--- src/rtl/axis_regs_spi.sv ---
module axis_regs_spi #(
  parameter int W = 16,
  parameter int SAMPLE_RST = 1450
) (
  input  logic         clk,
  input  logic         rst_n,
  input  logic         spi_sclk,
  input  logic         spi_mosi,
  input  logic         spi_cs_n,
  output logic         spi_miso,
  input  logic [W-1:0] az_angle,
  input  logic [W-1:0] el_angle,
  input  logic [2:0]   az_err,
  input  logic [2:0]   el_err,
  input  logic [3:0]   az_dout,
  input  logic [3:0]   el_dout,
  input  logic [1:0]   opto,
  output logic [W-1:0] sample_period,
  output logic [W-1:0] az_offset,
  output logic [W-1:0] el_offset,
  output logic         az_ccw,
  output logic         el_ccw,
  output logic [2:0]   drv_din,
  output logic [1:0]   relay,
  output logic [1:0]   brake
);
  localparam int FRAME = 8 + W;
  localparam int CW = $clog2(FRAME + 2);
  localparam logic [CW-1:0] CMAX = '1;

  logic [2:0] sclk_s, cs_s;
  logic [1:0] mosi_s;
  logic sclk_rise, sclk_fall, cs_rise, cs_act;
  logic [CW-1:0] bit_cnt;
  logic [FRAME-1:0] rx_sr;
  logic [W-1:0] tx_sr, ctrl_q, rd_word, status;
  logic [6:0] rd_addr;
  logic [5:0] err_q;
  logic clr_az, clr_el;

  always_ff @(posedge clk or negedge rst_n)
    if (!rst_n) begin
      sclk_s <= '0; cs_s <= '1; mosi_s <= '0;
    end else begin
      sclk_s <= {sclk_s[1:0], spi_sclk};
      cs_s   <= {cs_s[1:0], spi_cs_n};
      mosi_s <= {mosi_s[0], spi_mosi};
    end

  assign sclk_rise = sclk_s[1] & ~sclk_s[2];
  assign sclk_fall = ~sclk_s[1] & sclk_s[2];
  assign cs_act    = ~cs_s[1];
  assign cs_rise   = cs_s[1] & ~cs_s[2];
  assign rd_addr   = {rx_sr[5:0], mosi_s[1]};

  assign status = {opto[1], opto[0], el_dout, az_dout, err_q[5:3], err_q[2:0]};

  always_comb
    case (rd_addr)
      7'd0:    rd_word = ctrl_q;
      7'd1:    rd_word = status;
      7'd2:    rd_word = az_angle;
      7'd3:    rd_word = el_angle;
      default: rd_word = '0;
    endcase

  always_ff @(posedge clk or negedge rst_n)
    if (!rst_n) begin
      bit_cnt <= '0; rx_sr <= '0; tx_sr <= '0;
    end else if (!cs_act) begin
      bit_cnt <= '0; tx_sr <= '0;
    end else begin
      if (sclk_rise) begin
        rx_sr <= {rx_sr[FRAME-2:0], mosi_s[1]};
        if (bit_cnt != CMAX) bit_cnt <= bit_cnt + 1'b1;
        if (bit_cnt == CW'(7)) tx_sr <= rd_word;
      end else if (sclk_fall && bit_cnt > CW'(8)) begin
        tx_sr <= {tx_sr[W-2:0], 1'b0};
      end
    end

  assign spi_miso = cs_act & tx_sr[W-1];

  always_ff @(posedge clk or negedge rst_n)
    if (!rst_n) begin
      ctrl_q <= '0; sample_period <= W'(SAMPLE_RST);
      az_offset <= '0; el_offset <= '0;
    end else if (cs_rise && bit_cnt == CW'(FRAME) && rx_sr[FRAME-1]) begin
      case (rx_sr[FRAME-2:W])
        7'd0: ctrl_q        <= rx_sr[W-1:0];
        7'd1: sample_period <= rx_sr[W-1:0];
        7'd2: az_offset     <= rx_sr[W-1:0];
        7'd3: el_offset     <= rx_sr[W-1:0];
        default: ;
      endcase
    end

  assign clr_az = ctrl_q[8] | (ctrl_q[9] & (az_angle == '0));
  assign clr_el = ctrl_q[8] | (ctrl_q[9] & (el_angle == '0));

  always_ff @(posedge clk or negedge rst_n)
    if (!rst_n) err_q <= '0;
    else begin
      err_q[2:0] <= (err_q[2:0] & ~{3{clr_az}}) | az_err;
      err_q[5:3] <= (err_q[5:3] & ~{3{clr_el}}) | el_err;
    end

  assign relay   = ctrl_q[2] ? ctrl_q[15:14] : {el_dout[1], az_dout[1]};
  assign brake   = ctrl_q[4] ? {2{ctrl_q[3]}} : {el_dout[0], az_dout[0]};
  assign drv_din = ctrl_q[7:5];
  assign az_ccw  = ctrl_q[11];
  assign el_ccw  = ctrl_q[13];
endmodule

--- config.mk ---
export PLATFORM = sky130hd
export DESIGN_NAME = axis_regs_spi
export DESIGN_NICKNAME = d
export VERILOG_FILES = /design/src/rtl/axis_regs_spi.sv
export SDC_FILE = /design/constraint.sdc
export NUM_CORES = 1
export LEC_CHECK = 0
export BUFFER_PORTS_ARGS = -buffer_cell sky130_fd_sc_hd__buf_2
export CORE_MARGIN = 8
export CORE_UTILIZATION = 35
export DETAILED_ROUTE_END_ITERATION = 10
export GPL_ROUTABILITY_DRIVEN = 1
export PLACE_DENSITY_LB_ADDON = 0.12
export SLEW_MARGIN = 30
export SYNTH_ARGS = -nofsm -noshare
export SYNTH_HDL_FRONTEND = slang
export SYNTH_SLANG_ARGS = --single-unit
--- constraint.sdc ---
create_clock -name clk -period 5.9 [get_ports clk]
set_input_delay 1.77 -clock clk [delete_from_list [all_inputs] [get_ports clk]]
set_output_delay 1.77 -clock clk [all_outputs]
set_load 0.03 [all_outputs]
== Word-level counts from Yosys, hierarchy flattened ==
Cells that the tools add are included.

* Add/sub/neg operators: 1
* Order comparisons: 1
* Equality and inequality tests: 10
* Multiplexer cells: 10
* Bitwise logic cells: 18
* Reductions and logical operators: 17

{| class="wikitable"
|+ Operators by type and width
! operator !! number
|-
| two-way mux 16 bit || 4
|-
| one-hot mux 16 bit (4 select lines) || 1
|-
| zero test 16 bit || 2
|-
| equality test 7 x 2 -> 1 bit, second input constant || 4
|-
| two-way mux 5 bit || 3
|-
| equality test 7 x 1 -> 1 bit, second input constant || 2
|-
| zero test 7 bit || 2
|-
| AND reduction 2 bit || 7
|-
| bitwise AND 1 bit || 6
|-
| bitwise AND 3 bit || 2
|-
| NOT 3 bit || 2
|-
| bitwise OR 3 bit || 2
|-
| adder 5 x 1 -> 5 bit, second input constant || 1
|-
| equality test 5 x 3 -> 1 bit, second input constant || 1
|-
| equality test 5 bit, second input constant || 1
|-
| greater-than comparator 5 x 4 -> 1 bit, second input constant || 1
|-
| != test 5 bit, second input constant || 1
|-
| two-way mux 2 bit || 2
|-
| NOT 1 bit || 4
|-
| nonzero test 2 bit || 2
|-
| logical AND 1 bit || 3
|-
| != test 3 x 2 -> 1 bit, second input constant || 1
|-
| nonzero test 3 bit || 1
|-
| bitwise OR 1 bit || 2
|}

* Register bits: 123
* Input bits: 53
* Output and inout port bits: 58
* Word-level logic and storage cells: 68

== Logic depth before layout (Yosys ltp) ==
* Depth in word-level cells: 6
* Gate-level depth with buffers: 8
* Depth with buffers taken out: 7

== Least setup slack after synthesis ==
No wires, ideal clock.

* Path type: input-to-output
* Start point: in az_dout[0]
* End point: out brake[0]
* Data arrival time: 2480 ps
* Data required time: 4130 ps
* Path slack: 1650 ps
* Stages: 2
* Buffers on the path: 0
* Path through: inv_1 > o21ai_0

* Longest elaborated chain between the ends: 1

{| class="wikitable"
|+ RTL lines
! element !! RTL line !! RTL
|-
| from (decl) || 15 || <nowiki>input logic [3:0] az_dout,</nowiki>
|-
| two-way mux 2 bit || 109 || <nowiki>assign brake = ctrl_q[4] ? {2{ctrl_q[3]}} : {el_dout[0], az_dout[0]};</nowiki>
|-
| to (decl) || 25 || <nowiki>output logic [1:0] brake</nowiki>
|}

No other way between the ends.

== Final worst setup path ==
* Start point: in el_dout[1]
* End point: out relay[1]

* Longest elaborated chain between the ends: 1

{| class="wikitable"
|+ RTL lines
! element !! RTL line !! RTL
|-
| from (decl) || 16 || <nowiki>input logic [3:0] el_dout,</nowiki>
|-
| two-way mux 2 bit || 108 || <nowiki>assign relay = ctrl_q[2] ? ctrl_q[15:14] : {el_dout[1], az_dout[1]};</nowiki>
|-
| to (decl) || 24 || <nowiki>output logic [1:0] relay,</nowiki>
|}

No other way between the ends.

==> flow_metrics.env <==
export IMPL_die_h_um=141
export IMPL_wl_um=13500
export IMPL_cp_max_fo=2
export IMPL_clk_latency_ns=0.41
export IMPL_cts_made_buffers=17
export IMPL_viasPerCell=5.05
export IMPL_grt_pass1_wl_um=22000
export IMPL_criticalPathCategory="input port to output port"
export IMPL_max_cap_violations=0
export IMPL_switching_share_pct=23.2
export IMPL_hp_class="flip-flop to flip-flop"
export IMPL_cts_resized=0
export IMPL_seq_area_frac_synth_pct=56.9
export IMPL_port_buffers=110
export IMPL_tightest_slew_ns=0.960
export IMPL_finalPower_w=0.00215
export IMPL_die_w_um=141
export IMPL_rsz0062_at_grt="no"
export IMPL_netlist_cell_type_count=45
export IMPL_critPathArrivalTime_ns=2.32
export IMPL_area_growth_pct=24.2
export IMPL_route_detailed_drc=0
export IMPL_endpoint_kind="output port"
export IMPL_grt_max_degree=56
export IMPL_grt_usage_pct=14.5
export IMPL_drtIter0Drc=140
export IMPL_post_cts_buffers=0
export IMPL_worstSetupStartpoint="el_dout[1]"
export IMPL_layout_min_cycle_time_ns=4.09
export IMPL_holdBufCountCts=0
export IMPL_slew_viol_final=0
export IMPL_crit_end="relay[1]"
export IMPL_yosys_warnings=0
export IMPL_met2_wirelength_um=6430
export IMPL_syn_inst=351
export IMPL_cp_required_ns=4.13
export IMPL_start_util_pct=35.7
export IMPL_antenna_found_initial=0
export IMPL_worst_setup_path_start_kind="input port"
export IMPL_clock_skew_ns=0.00776
export IMPL_p_clk_share_pct=49.6
export IMPL_core_area_um2=15200
export IMPL_clock_fmax_ghz=0.245
export IMPL_r2r_end="tx_sr[13]"
export IMPL_io_pins=111
export IMPL_powerDensity_nw_per_um2=319
export IMPL_die_area_um2=19700
export IMPL_pwr_share_seq_pct=44.0
export IMPL_fin_nets=521
export IMPL_cellInternalPower_w=0.00165
export IMPL_p_leak_nw=3.42
export IMPL_dr_max_layer_used="met4"
export IMPL_rows=45
export IMPL_fin_setup_tns_ns=0
export IMPL_fillers=1422
export IMPL_dpl_hpwl_um=9720
export IMPL_syn_area_um2=5430
export IMPL_avgSynthCellArea_um2=15.5
export IMPL_dr_wl_met3_um=819
export IMPL_slew_headroom_pct=36.0
export IMPL_cts_buffer_depth=2
export IMPL_r2r_cells=4
export IMPL_p_comb_share_pct=6.3
export IMPL_wl_met1_um=6140
export IMPL_synth_fp_nets=407
export IMPL_period_share_pct=69.2
export IMPL_vias=3366
export IMPL_path_clk_slew_ns=0.05
export IMPL_cts_sinks=123
export IMPL_gr_total_overflow=0
export IMPL_hold_viol_final=0
export IMPL_vdd_drop_max_v=0.000198
export IMPL_dr_pass1_iters=4
export IMPL_final_setup_viol_count=0
export IMPL_ff2ff_setup_slack_ns=3.51
export IMPL_cts_htree_levels=4
export IMPL_place_gp_congestion=0.779
export IMPL_grt_pass1_vias=3874
export IMPL_rr_startpoint="cs_s[1]"
export IMPL_whs_ns=0.349
export IMPL_ant_nets=0
export IMPL_switching_power_w=0.000499
export IMPL_wire_per_inst_um=20.3
export IMPL_drive_above_1_share_pct=59.0
export IMPL_num_antenna_cells=0
export IMPL_status="finished, final reports clean"
export IMPL_ys_seq_elements=123
export IMPL_clockRootBuffer="clkbuf_16"
export IMPL_cts_tree="done"
-- cell type report --
cell class / instances / area [um2] / area share (%)
clock buffers: 22 / 474 / 7.04
clock inverters: 10 / 140 / 2.08
inverters: 6 / 22.5 / 0.334
multi-input cells: 202 / 2180 / 32.4
flip-flops and latches: 123 / 3090 / 45.9
well taps: 188 / 235 / 3.49
repair buffers: 115 / 594 / 8.82
-- power groups by stage --
stage | Clock [W] | Sequential (W) | Combinational [W]
3_5_place_dp | 0 | 0.000962 | 0.000138
4_1_cts | 0.00109 | 0.000947 | 0.000139
2_1_floorplan | 0 | 0.000924 | 0.0000950
5_1_grt | 0.00113 | 0.000958 | 0.000149
3_3_place_gp | 0 | 0.000961 | 0.000135
6_report | 0.00107 | 0.000947 | 0.000136
-- worst max-delay path, stage by stage --
cell and delay [ns]:
buf_2 0.11, mux2_2 0.26, buf_2 0.18
-- sequential cells by signal, indices dropped and copies added (netlist names) --
name and flops:
tx_sr 16, ctrl_q 16, el_offset 16, err_q 6, sclk_s 3, sample_period 16
mosi_s 2, cs_s 3, bit_cnt 5, az_offset 16, rx_sr 24
-- cells by family (layout without fill, tap and decap cells) --
logic type	Yosys count	in the layout	synth area share [%]
XOR/XNOR	3	3	0.484
AO/OA/AOI/OAI	30	30	4.20
flip-flops	123	123	56.9
AND/OR/NAND/NOR	44	44	5.40
buffers and inverters	26	153	3.00
multiplexers	122	122	29.3
adder cells (fa/ha/maj)	3	3	0.692
-- cells in the mapped netlist, drive strengths merged --
cell    count  area share [%]
nor3b       1            0.14
a22o       15             2.4
or4         3            0.42
mux2i       2            0.37
or2         1            0.12
inv         6            0.42
a21oi       2            0.18
xnor2       1            0.16
nor2       11            0.81
mux4       16             6.6
nor3        6            0.85
nand3       1           0.092
o21ai       4            0.37
mux2      104              22
or3b        1            0.16
nand4       2            0.23
clkbuf      3            0.21
and4bb      1            0.23
nor2b       1            0.12
xor2        2            0.32
buf        17             2.4
a21o        6            0.83
a41oi       1            0.16
nand2b      2            0.23
dfstp       9             4.4
nand2       4            0.28
and3        1            0.12
and4b       3            0.55
a31oi       2            0.23
or3         1            0.12
dfrtp     114              53
ha          3            0.69
and2b       2            0.32
nor4        3            0.62
-- metrics by stage --
stage | utilization (%) | instances | worst slack, ns | instance area [um2]
floorplan | - | 351 | 1.65 | 5430
global placement | 40.1 | 633 | 1.84 | 6100
detailed placement | 40.3 | 634 | 1.82 | 6120
CTS | 44.3 | 666 | 1.81 | 6740
global route | 44.3 | 666 | 1.80 | 6740
finish | 44.3 | 666 | 1.81 | 6740
-- worst min-delay path by stage --
stage,start,endpoint,depth (start not counted),slack [ns]
floorplan,mosi_s[0],mosi_s[1],0,0.33
global placement,mosi_s[0],mosi_s[1],0,0.34
detailed placement,sclk_s[0],sclk_s[1],0,0.34
CTS,sclk_s[0],sclk_s[1],0,0.35
global route,cs_s[0],cs_s[1],0,0.36
finish,sclk_s[0],sclk_s[1],0,0.35
-- cell usage in the layout, fill, tap and decap left out, drive strengths merged, types with 3 or more instances in the layout --
cell,instances
nand2,4
and4b,3
mux4,16
bufinv,3
o21ai,4
nor3,6
dfrtp,114
clkbuf,22
nor2,11
clkinv,4
nor4,3
buf,115
clkinvlp,3
a21o,6
inv,6
mux2,104
a22o,15
or4,3
ha,3
dfstp,9
-- per-layer routing --
| layer | vias to the layer above | track usage, % |
|---|---|---|
| met3 | 10 | 5.54 |
| met1 | 1752 | 18.4 |
| met5 | - | 0 |
| li1 | 1526 | - |
| met4 | 0 | 4.47 |
| met2 | 78 | 22.4 |
No activity file was read; power rests on OpenSTA's default activity.
